<file path="config.mk">
export PLATFORM = sky130hd
export DESIGN_NAME = dual_tap_unlock
export DESIGN_NICKNAME = d
export VERILOG_FILES = /design/src/rtl/dual_tap_unlock.sv
export SDC_FILE = /design/constraint.sdc
export NUM_CORES = 1
export LEC_CHECK = 0
export ABC_AREA = 1
export ABC_CLOCK_PERIOD_IN_PS = 1440
export CORE_ASPECT_RATIO = 0.7
export CORE_MARGIN = 2
export CORE_UTILIZATION = 45
export CTS_CLUSTER_DIAMETER = 100
export CTS_CLUSTER_SIZE = 30
export DETAILED_ROUTE_END_ITERATION = 16
export PLACE_DENSITY = 0.71
export SYNTH_ARGS = -nofsm -noshare
export SYNTH_HDL_FRONTEND = slang
export SYNTH_SLANG_ARGS = --single-unit
export TNS_END_PERCENT = 20
</file>
<file path="constraint.sdc">
create_clock -name tck -period 1.44 [get_ports tck]
set_clock_uncertainty 0.05 [all_clocks]
set_input_delay 0.432 -clock tck [delete_from_list [all_inputs] [get_ports tck]]
set_output_delay 0.432 -clock tck [all_outputs]
set_load 0.01 [all_outputs]
</file>
<file path="src/rtl/dual_tap_unlock.sv">
module dual_tap_unlock #(
  parameter logic [31:0] ID_VALUE  = 32'h0A5C_3001,
  parameter int          IR1_W     = 4,
  parameter int          IR2_W     = 8,
  parameter int          CHAIN_W   = 4,
  parameter int          DBG_CHAIN = 2
) (
  input  logic tck,
  input  logic tms,
  input  logic tdi,
  input  logic trst_n,
  input  logic core_ack,
  output logic tdo,
  output logic halt_req
);
  typedef enum logic [3:0] {
    S_TLR, S_RTI, S_SELDR, S_CAPDR, S_SHDR, S_EX1DR, S_PDR, S_EX2DR, S_UPDR,
    S_SELIR, S_CAPIR, S_SHIR, S_EX1IR, S_PIR, S_EX2IR, S_UPIR
  } tap_st_t;

  localparam logic [IR1_W-1:0] OP_SCAN   = IR1_W'(4'b0010);
  localparam logic [IR1_W-1:0] OP_ACCESS = IR1_W'(4'b1100);
  localparam logic [IR1_W-1:0] OP_UNLOCK = IR1_W'(4'b1011);
  localparam logic [IR1_W-1:0] OP_IDCODE = IR1_W'(4'b1110);
  localparam logic [1:0]       UNLOCK_KEY = 2'b10;

  tap_st_t st, st_nx;
  logic [IR1_W-1:0]   ir1, ir1_sh;
  logic [IR2_W-1:0]   ir2_sh;
  logic [31:0]        id_sh;
  logic [CHAIN_W-1:0] chain_sel, chain_sh;
  logic [1:0]         dbg_sh, key_sh;
  logic               byp1, byp2, req_bit, unlocked;
  logic               dbg_sel, tap1_out;

  always_comb begin
    unique case (st)
      S_TLR:   st_nx = tms ? S_TLR   : S_RTI;
      S_RTI:   st_nx = tms ? S_SELDR : S_RTI;
      S_SELDR: st_nx = tms ? S_SELIR : S_CAPDR;
      S_CAPDR: st_nx = tms ? S_EX1DR : S_SHDR;
      S_SHDR:  st_nx = tms ? S_EX1DR : S_SHDR;
      S_EX1DR: st_nx = tms ? S_UPDR  : S_PDR;
      S_PDR:   st_nx = tms ? S_EX2DR : S_PDR;
      S_EX2DR: st_nx = tms ? S_UPDR  : S_SHDR;
      S_UPDR:  st_nx = tms ? S_SELDR : S_RTI;
      S_SELIR: st_nx = tms ? S_TLR   : S_CAPIR;
      S_CAPIR: st_nx = tms ? S_EX1IR : S_SHIR;
      S_SHIR:  st_nx = tms ? S_EX1IR : S_SHIR;
      S_EX1IR: st_nx = tms ? S_UPIR  : S_PIR;
      S_PIR:   st_nx = tms ? S_EX2IR : S_PIR;
      S_EX2IR: st_nx = tms ? S_UPIR  : S_SHIR;
      default: st_nx = tms ? S_SELDR : S_RTI;
    endcase
  end

  always_ff @(posedge tck or negedge trst_n)
    if (!trst_n) st <= S_TLR;
    else         st <= st_nx;

  assign dbg_sel = (ir1 == OP_ACCESS) && (chain_sel == CHAIN_W'(DBG_CHAIN));

  // instruction registers, TAP1 feeds TAP2 during Shift-IR
  always_ff @(posedge tck or negedge trst_n)
    if (!trst_n) begin
      ir1 <= OP_IDCODE; ir1_sh <= '0; ir2_sh <= '0;
    end else begin
      case (st)
        S_TLR:   ir1 <= OP_IDCODE;
        S_CAPIR: begin ir1_sh <= IR1_W'(1); ir2_sh <= IR2_W'(1); end
        S_SHIR:  begin
          ir1_sh <= {tdi, ir1_sh[IR1_W-1:1]};
          ir2_sh <= {ir1_sh[0], ir2_sh[IR2_W-1:1]};
        end
        S_UPIR:  ir1 <= ir1_sh;
        default: ;
      endcase
    end

  // TAP1 data registers
  always_ff @(posedge tck or negedge trst_n)
    if (!trst_n) begin
      byp1 <= 1'b0; id_sh <= '0; chain_sh <= '0; dbg_sh <= '0; key_sh <= '0;
      chain_sel <= '0; req_bit <= 1'b0; unlocked <= 1'b0;
    end else begin
      if (st == S_CAPDR) begin
        byp1 <= 1'b0;
        unique case (1'b1)
          ir1 == OP_IDCODE: id_sh    <= ID_VALUE;
          ir1 == OP_SCAN:   chain_sh <= chain_sel;
          ir1 == OP_UNLOCK: key_sh   <= {1'b0, unlocked};
          dbg_sel:          dbg_sh   <= {req_bit, core_ack};
          default: ;
        endcase
      end else if (st == S_SHDR) begin
        byp1 <= tdi;
        unique case (1'b1)
          ir1 == OP_IDCODE: id_sh    <= {tdi, id_sh[31:1]};
          ir1 == OP_SCAN:   chain_sh <= {tdi, chain_sh[CHAIN_W-1:1]};
          ir1 == OP_UNLOCK: key_sh   <= {tdi, key_sh[1]};
          dbg_sel:          dbg_sh   <= {tdi, dbg_sh[1]};
          default: ;
        endcase
      end else if (st == S_UPDR) begin
        if (ir1 == OP_SCAN) chain_sel <= chain_sh;
        if (ir1 == OP_UNLOCK && key_sh == UNLOCK_KEY) unlocked <= 1'b1;
        if (dbg_sel) req_bit <= dbg_sh[0];
      end
    end

  always_comb begin
    if (st == S_SHIR)              tap1_out = ir1_sh[0];
    else if (ir1 == OP_IDCODE)     tap1_out = id_sh[0];
    else if (ir1 == OP_SCAN)       tap1_out = chain_sh[0];
    else if (ir1 == OP_UNLOCK)     tap1_out = key_sh[0];
    else if (dbg_sel)              tap1_out = dbg_sh[0];
    else                           tap1_out = byp1;
  end

  // TAP2: every opcode decodes to bypass
  always_ff @(posedge tck or negedge trst_n)
    if (!trst_n)            byp2 <= 1'b0;
    else if (st == S_CAPDR) byp2 <= 1'b0;
    else if (st == S_SHDR)  byp2 <= tap1_out;

  assign tdo      = (st == S_SHIR) ? ir2_sh[0] : byp2;
  assign halt_req = req_bit & unlocked;

  assert_unlock_sticky_R5: assert property (@(posedge tck) disable iff (!trst_n)
    unlocked |=> unlocked);
  assert_unlock_cause_R5: assert property (@(posedge tck) disable iff (!trst_n)
    $rose(unlocked) |-> $past(st == S_UPDR && ir1 == OP_UNLOCK && key_sh == UNLOCK_KEY));
  assert_halt_on_update_R7: assert property (@(posedge tck) disable iff (!trst_n)
    $rose(halt_req) |-> $past(st == S_UPDR));
  assert_tlr_idcode_R10: assert property (@(posedge tck) disable iff (!trst_n)
    $past(st == S_TLR) |-> ir1 == OP_IDCODE);
  assert_bypass_capture_R4: assert property (@(posedge tck) disable iff (!trst_n)
    $past(st == S_CAPDR) |-> !byp2);
endmodule

</file>
After elaboration in Yosys (flattened, before gate mapping)
Index checks and enable logic that the tools add are counted.
{ "classes": {"n_reduce_logical": 15, "muxes": 42, "n_bitwise": 3, "eq_ne": 22} }
{ "op_table": {"columns": ["op", "count"], "rows": [
  ["2-to-1 mux 32 bit", 4],
  ["== test 4 bit, second input constant", 11],
  ["case mux 4 bit (11 select lines)", 1],
  ["2-to-1 mux 4 bit", 8],
  ["2-to-1 mux 2 bit", 11],
  ["== test 4 x 2 -> 1 bit, second input constant", 4],
  ["== test 4 x 3 -> 1 bit, second input constant", 4],
  ["case mux 4 bit (2 select lines)", 2],
  ["case mux 8 bit (2 select lines)", 1],
  ["2-to-1 mux 1 bit", 13],
  ["AND reduction 4 bit", 3],
  ["2-to-1 mux 3 bit", 2],
  ["AND reduction 2 bit", 3],
  ["nonzero test 2 bit", 3],
  ["zero test 4 bit", 1],
  ["!= test 2 bit, second input constant", 2],
  ["OR reduction 2 bit", 2],
  ["AND reduction 3 bit", 1],
  ["== test 2 bit, second input constant", 1],
  ["logical AND 1 bit", 2],
  ["NOT 1 bit", 2],
  ["bitwise AND 1 bit", 1]
]} }
{ "totals": {"ff_bits": 68, "in_bits": 5, "output_inout_bits": 2, "elab_cells": 95} }

Logic depth before layout (Yosys ltp)
{ "depth": {"word_depth": 9, "ltp_mapped": 12} }

Worst setup path before layout
OpenSTA, ideal clock, no wires.
{ "synth_path": {"path_kind": "reg2out", "start": "reg st[2]", "end": "out tdo", "required_time_ns": 0.958, "arrival_ns": 1.107, "stages_incl_launch_ff": 8, "slack_ns": -0.149, "path_buffers": 1, "path_cell_list": "dfrtp_1 nor2_1 inv_1 nor2_1 inv_1 buf_2 nand2_1 nand2_1"} }
{ "synth_between": {"elab_chain_len": 2} }
{ "synth_rtl": {"columns": ["item", "line_no", "rtl"], "rows": [
  ["start, declared", "27", "tap_st_t st, st_nx;"],
  ["start signal, assigned", "59", "else st <= st_nx;"],
  ["== test 4 bit", "126", "assign tdo = (st == S_SHIR) ? ir2_sh[0] : byp2;"],
  ["2-to-1 mux 1 bit", "126", null],
  ["end, declared", "13", "output logic tdo,"]
]} }
No other way between the ends.

Final worst setup path
Ends and elaborated chain as after synthesis.

==> summary.txt <==
Status
  – Status: finished with violations
  – Failing checks: setup timing

Clocking
  – Hold_buf cts: 0
  – Clk buf depth: 2
  – Total CTS buffers: 9
  – CTS tree: built
  – Clock sink count: 68
  – CTS root buffer: clkbuf_8
  – H-tree level count: 3
  – Worst-path clk slew: 0.07 ns
  – Clk Latency, worst-skew pair: 0.34 ns

Power
  – P_sw: 2.95 mW
  – Total power draw: 8.10 mW
  – Clock power share: 0.223
  – Combinational Power Share: 0.437
  – Internal power: just over 5 mW
  – VDD IR max: 0.863 mV
  – Switch share: 0.365
  – Pwr dens: 1960 nW/µm²
  – LEAKAGE: 2.12 nW
  – Flop pwr share: 0.340

Place
  – Post-DP HPWL: 4160 µm
  – # port buffers: 6
  – Post-Place Cell Area: around 3500 µm²
  – RD Place Congestion: 0.892

Floorplanning
  – Die H: 73.2 µm
  – Starting density of the core: 0.460
  – Number of core rows: 25
  – DIE AREA: 7530 µm²
  – Boundary Pins: 7
  – Total core area: 6690 µm²
  – Die width: between 100 and 150 µm

STA
  – Period Utilization, post-route: 1.27
  – Slew Limit Fails: 0
  – Slew @ Worst Pin: ~0.36 ns
  – RSZ-0062 raised after global routing: true
  – Setup tns final: -14.27 ns
  – FMAX: 545 MHz
  – Period minus WS final: 1.83 ns
  – Setup ws final: -0.393 ns
  – Endpoints failing setup: between 50 and 60
  – Final hold viol count: 0
  – Relative max-transition margin: 0.763

Route
  – Vias per cell: 5.00
  – Drt wl/cell: 14.0 µm
  – Via count: 2635
  – Post-route DRC: 0
  – TritonRoute pass-1 iters: 4
  – Final ANT Viol Nets: 0
  – Drt total wl: ~7400 µm
  – Initial DRC Count: 162

Critical path
  – Critical path class: reg2out
  – Data arrival, critical path: approximately 1.4 ns
  – Crit path capture type: output port
  – R2r startpoint: st[2]
  – Worst Path Max Fanout: 3
  – CP required: 0.96 ns
  – Critical Path Source: st[2]
  – Worst setup SP type: register

GRT
  – Grt ovf: 0
  – Total GRT Usage: 0.218
  – Vias in the first global route: 2585
  – Largest net degree at the start of global routing: 69
  – First-pass GRT wire length: about 12000 µm
  – Initial antenna violation count: 0

Yosys
  – Most frequent cells after synthesis: nand2_1 (118), dfrtp_1 (65), inv_1 (39)
  – Cell Area, Synth: 3080 µm²
  – Yosys reg bits: between 60 and 70
  – Synth warn: 0
  – Asr flop ratio synth: 1.00
  – Post-Synthesis Cells: 363
  – Cell variety after synth: 28
  – Dominant cell type by area after synthesis: dfrtp_1
  – Syn nets: 368
  – Seq/Total Area, Yosys: 0.554
  – Synth area leaders: dfrtp_1 (53%), nand2_1 (14%), inv_1 (4.8%), nand3_1 (4.5%), o21ai_0 (4.4%)
  – Synth Flop Type: dfrtp_1
  – Cell with the most instances after synthesis: nand2_1
  – Post-synth EDFFs: 0
  – Post-synth top area share: 0.528
  – Mean area per synthesized cell: 8.49 µm²

Final layout
  – Number of diodes: 0
  – Nets: 433
  – Filler cells: 549
  – Share of cells above drive strength 1: 0.284
  – Layout area overhead: 34.0%
  – Finished Cell Area: around 4100 µm²
  – Finished Core Util: 0.617

Worst hold path
  – Worst Hold Class: in2async

Flow run
  – Max-cap violation count: 0
## what timing repair did
action	4_1_cts	5_1_grt
endpoints found under the setup margin	53	61
resized for setup	52	23
buffers inserted	16	6
pin swaps	14	10
cloned	4	0
## metal layers
metal / track usage / vias up / part of all wire
li1: - / 1302 / -
met3: 0.0584 / 16 / 0.039
met1: 0.312 / 1262 / 0.48
met4: 0.0775 / 0 / 0.025
met5: 0 / - / 0
met2: 0.323 / 55 / 0.45
## registers in the layout (all words and copies together), names as in the netlist, 2 cells and up
register	count
id_sh	32
ir2_sh	8
chain_sel	4
chain_sh	4
ir1	4
ir1_sh	4
st	4
dbg_sh	2
key_sh	2
## power groups by stage
stage / Clock [mW] / Sequential, mW / Combinational (mW)
2_1_floorplan: 0 / 2.68 / 1.74
3_3_place_gp: 0 / 2.73 / 2.43
6_report: 1.81 / 2.75 / 3.54
4_1_cts: 1.83 / 2.72 / 3.16
3_5_place_dp: 0 / 2.74 / 2.47
5_1_grt: 1.91 / 2.81 / 3.88
## worst paths after layout
| check | endpoint | slack [ns] | depth (start not counted) |
|---|---|---|---|
| hold reg to reg | id_sh[0] | 0.42 | 2 |
| setup reg to reg | id_sh[8] | -0.39 | 11 |
| min in group tck | id_sh[0] | 0.42 | 2 |
| hold / removal | dbg_sh[1] | 0.05 | 2 |
| setup / recovery | tdo | -0.39 | 7 |
| max in group asynchronous | ir1[2] | 0.98 | 2 |
## kinds of logic (layout without fill, tap and decap cells)
family | after synthesis | in the layout | share of synthesized area
buffers and inverters | 55 | 125 | 0.0837
AO/OA/AOI/OAI | 58 | 58 | 0.106
AND/OR/NAND/NOR | 181 | 181 | 0.253
multiplexers | 1 | 1 | 0.00366
flip-flops | 68 | 68 | 0.554
## layout by cell type (no fill, tap or decap), types with 7 or more instances in the layout
cell type,Yosys,layout
buf_4,2,38
buf_6,5,12
clkbuf_8,0,11
dfrtp_1,65,65
inv_1,39,33
inv_2,2,7
nand2_1,118,108
nand2_2,0,9
nand3_1,28,24
nor2_1,25,17
nor2_4,3,8
o21ai_0,27,18
o21ai_1,5,11
o22ai_1,9,9
## stage by stage
stage	setup slack (ns)	hold WS (ns)	std cells
finish	-0.393	0.0480	527
global route	-0.486	0.0690	527
global placement	-0.428	0.405	486
detailed placement	-0.448	0.409	486
floorplan	-0.0975	0.0864	363
CTS	-0.387	0.0485	521
## final cells by class
class / count / area, µm² / area share
inverters: 43 / 175 / 0.0424
repair inverters: 2 / 22.5 / 0.00546
repair buffers: 64 / 656 / 0.159
well taps: 94 / 118 / 0.0285
clock buffers: 13 / 159 / 0.0385
flip-flops and latches: 68 / 1710 / 0.413
clock inverters: 3 / 68.8 / 0.0167
multi-input cells: 240 / 1220 / 0.296
## worst max-delay path, stage by stage (launching register included)
cell and delay, ns:
dfrtp_1 0.42, nor2_4 0.15, inv_2 0.07, nor2_4 0.12, inv_2 0.05, nand2_2 0.05
nand2_2 0.05, buf_6 0.11
(Power assumes the default switching activity.)
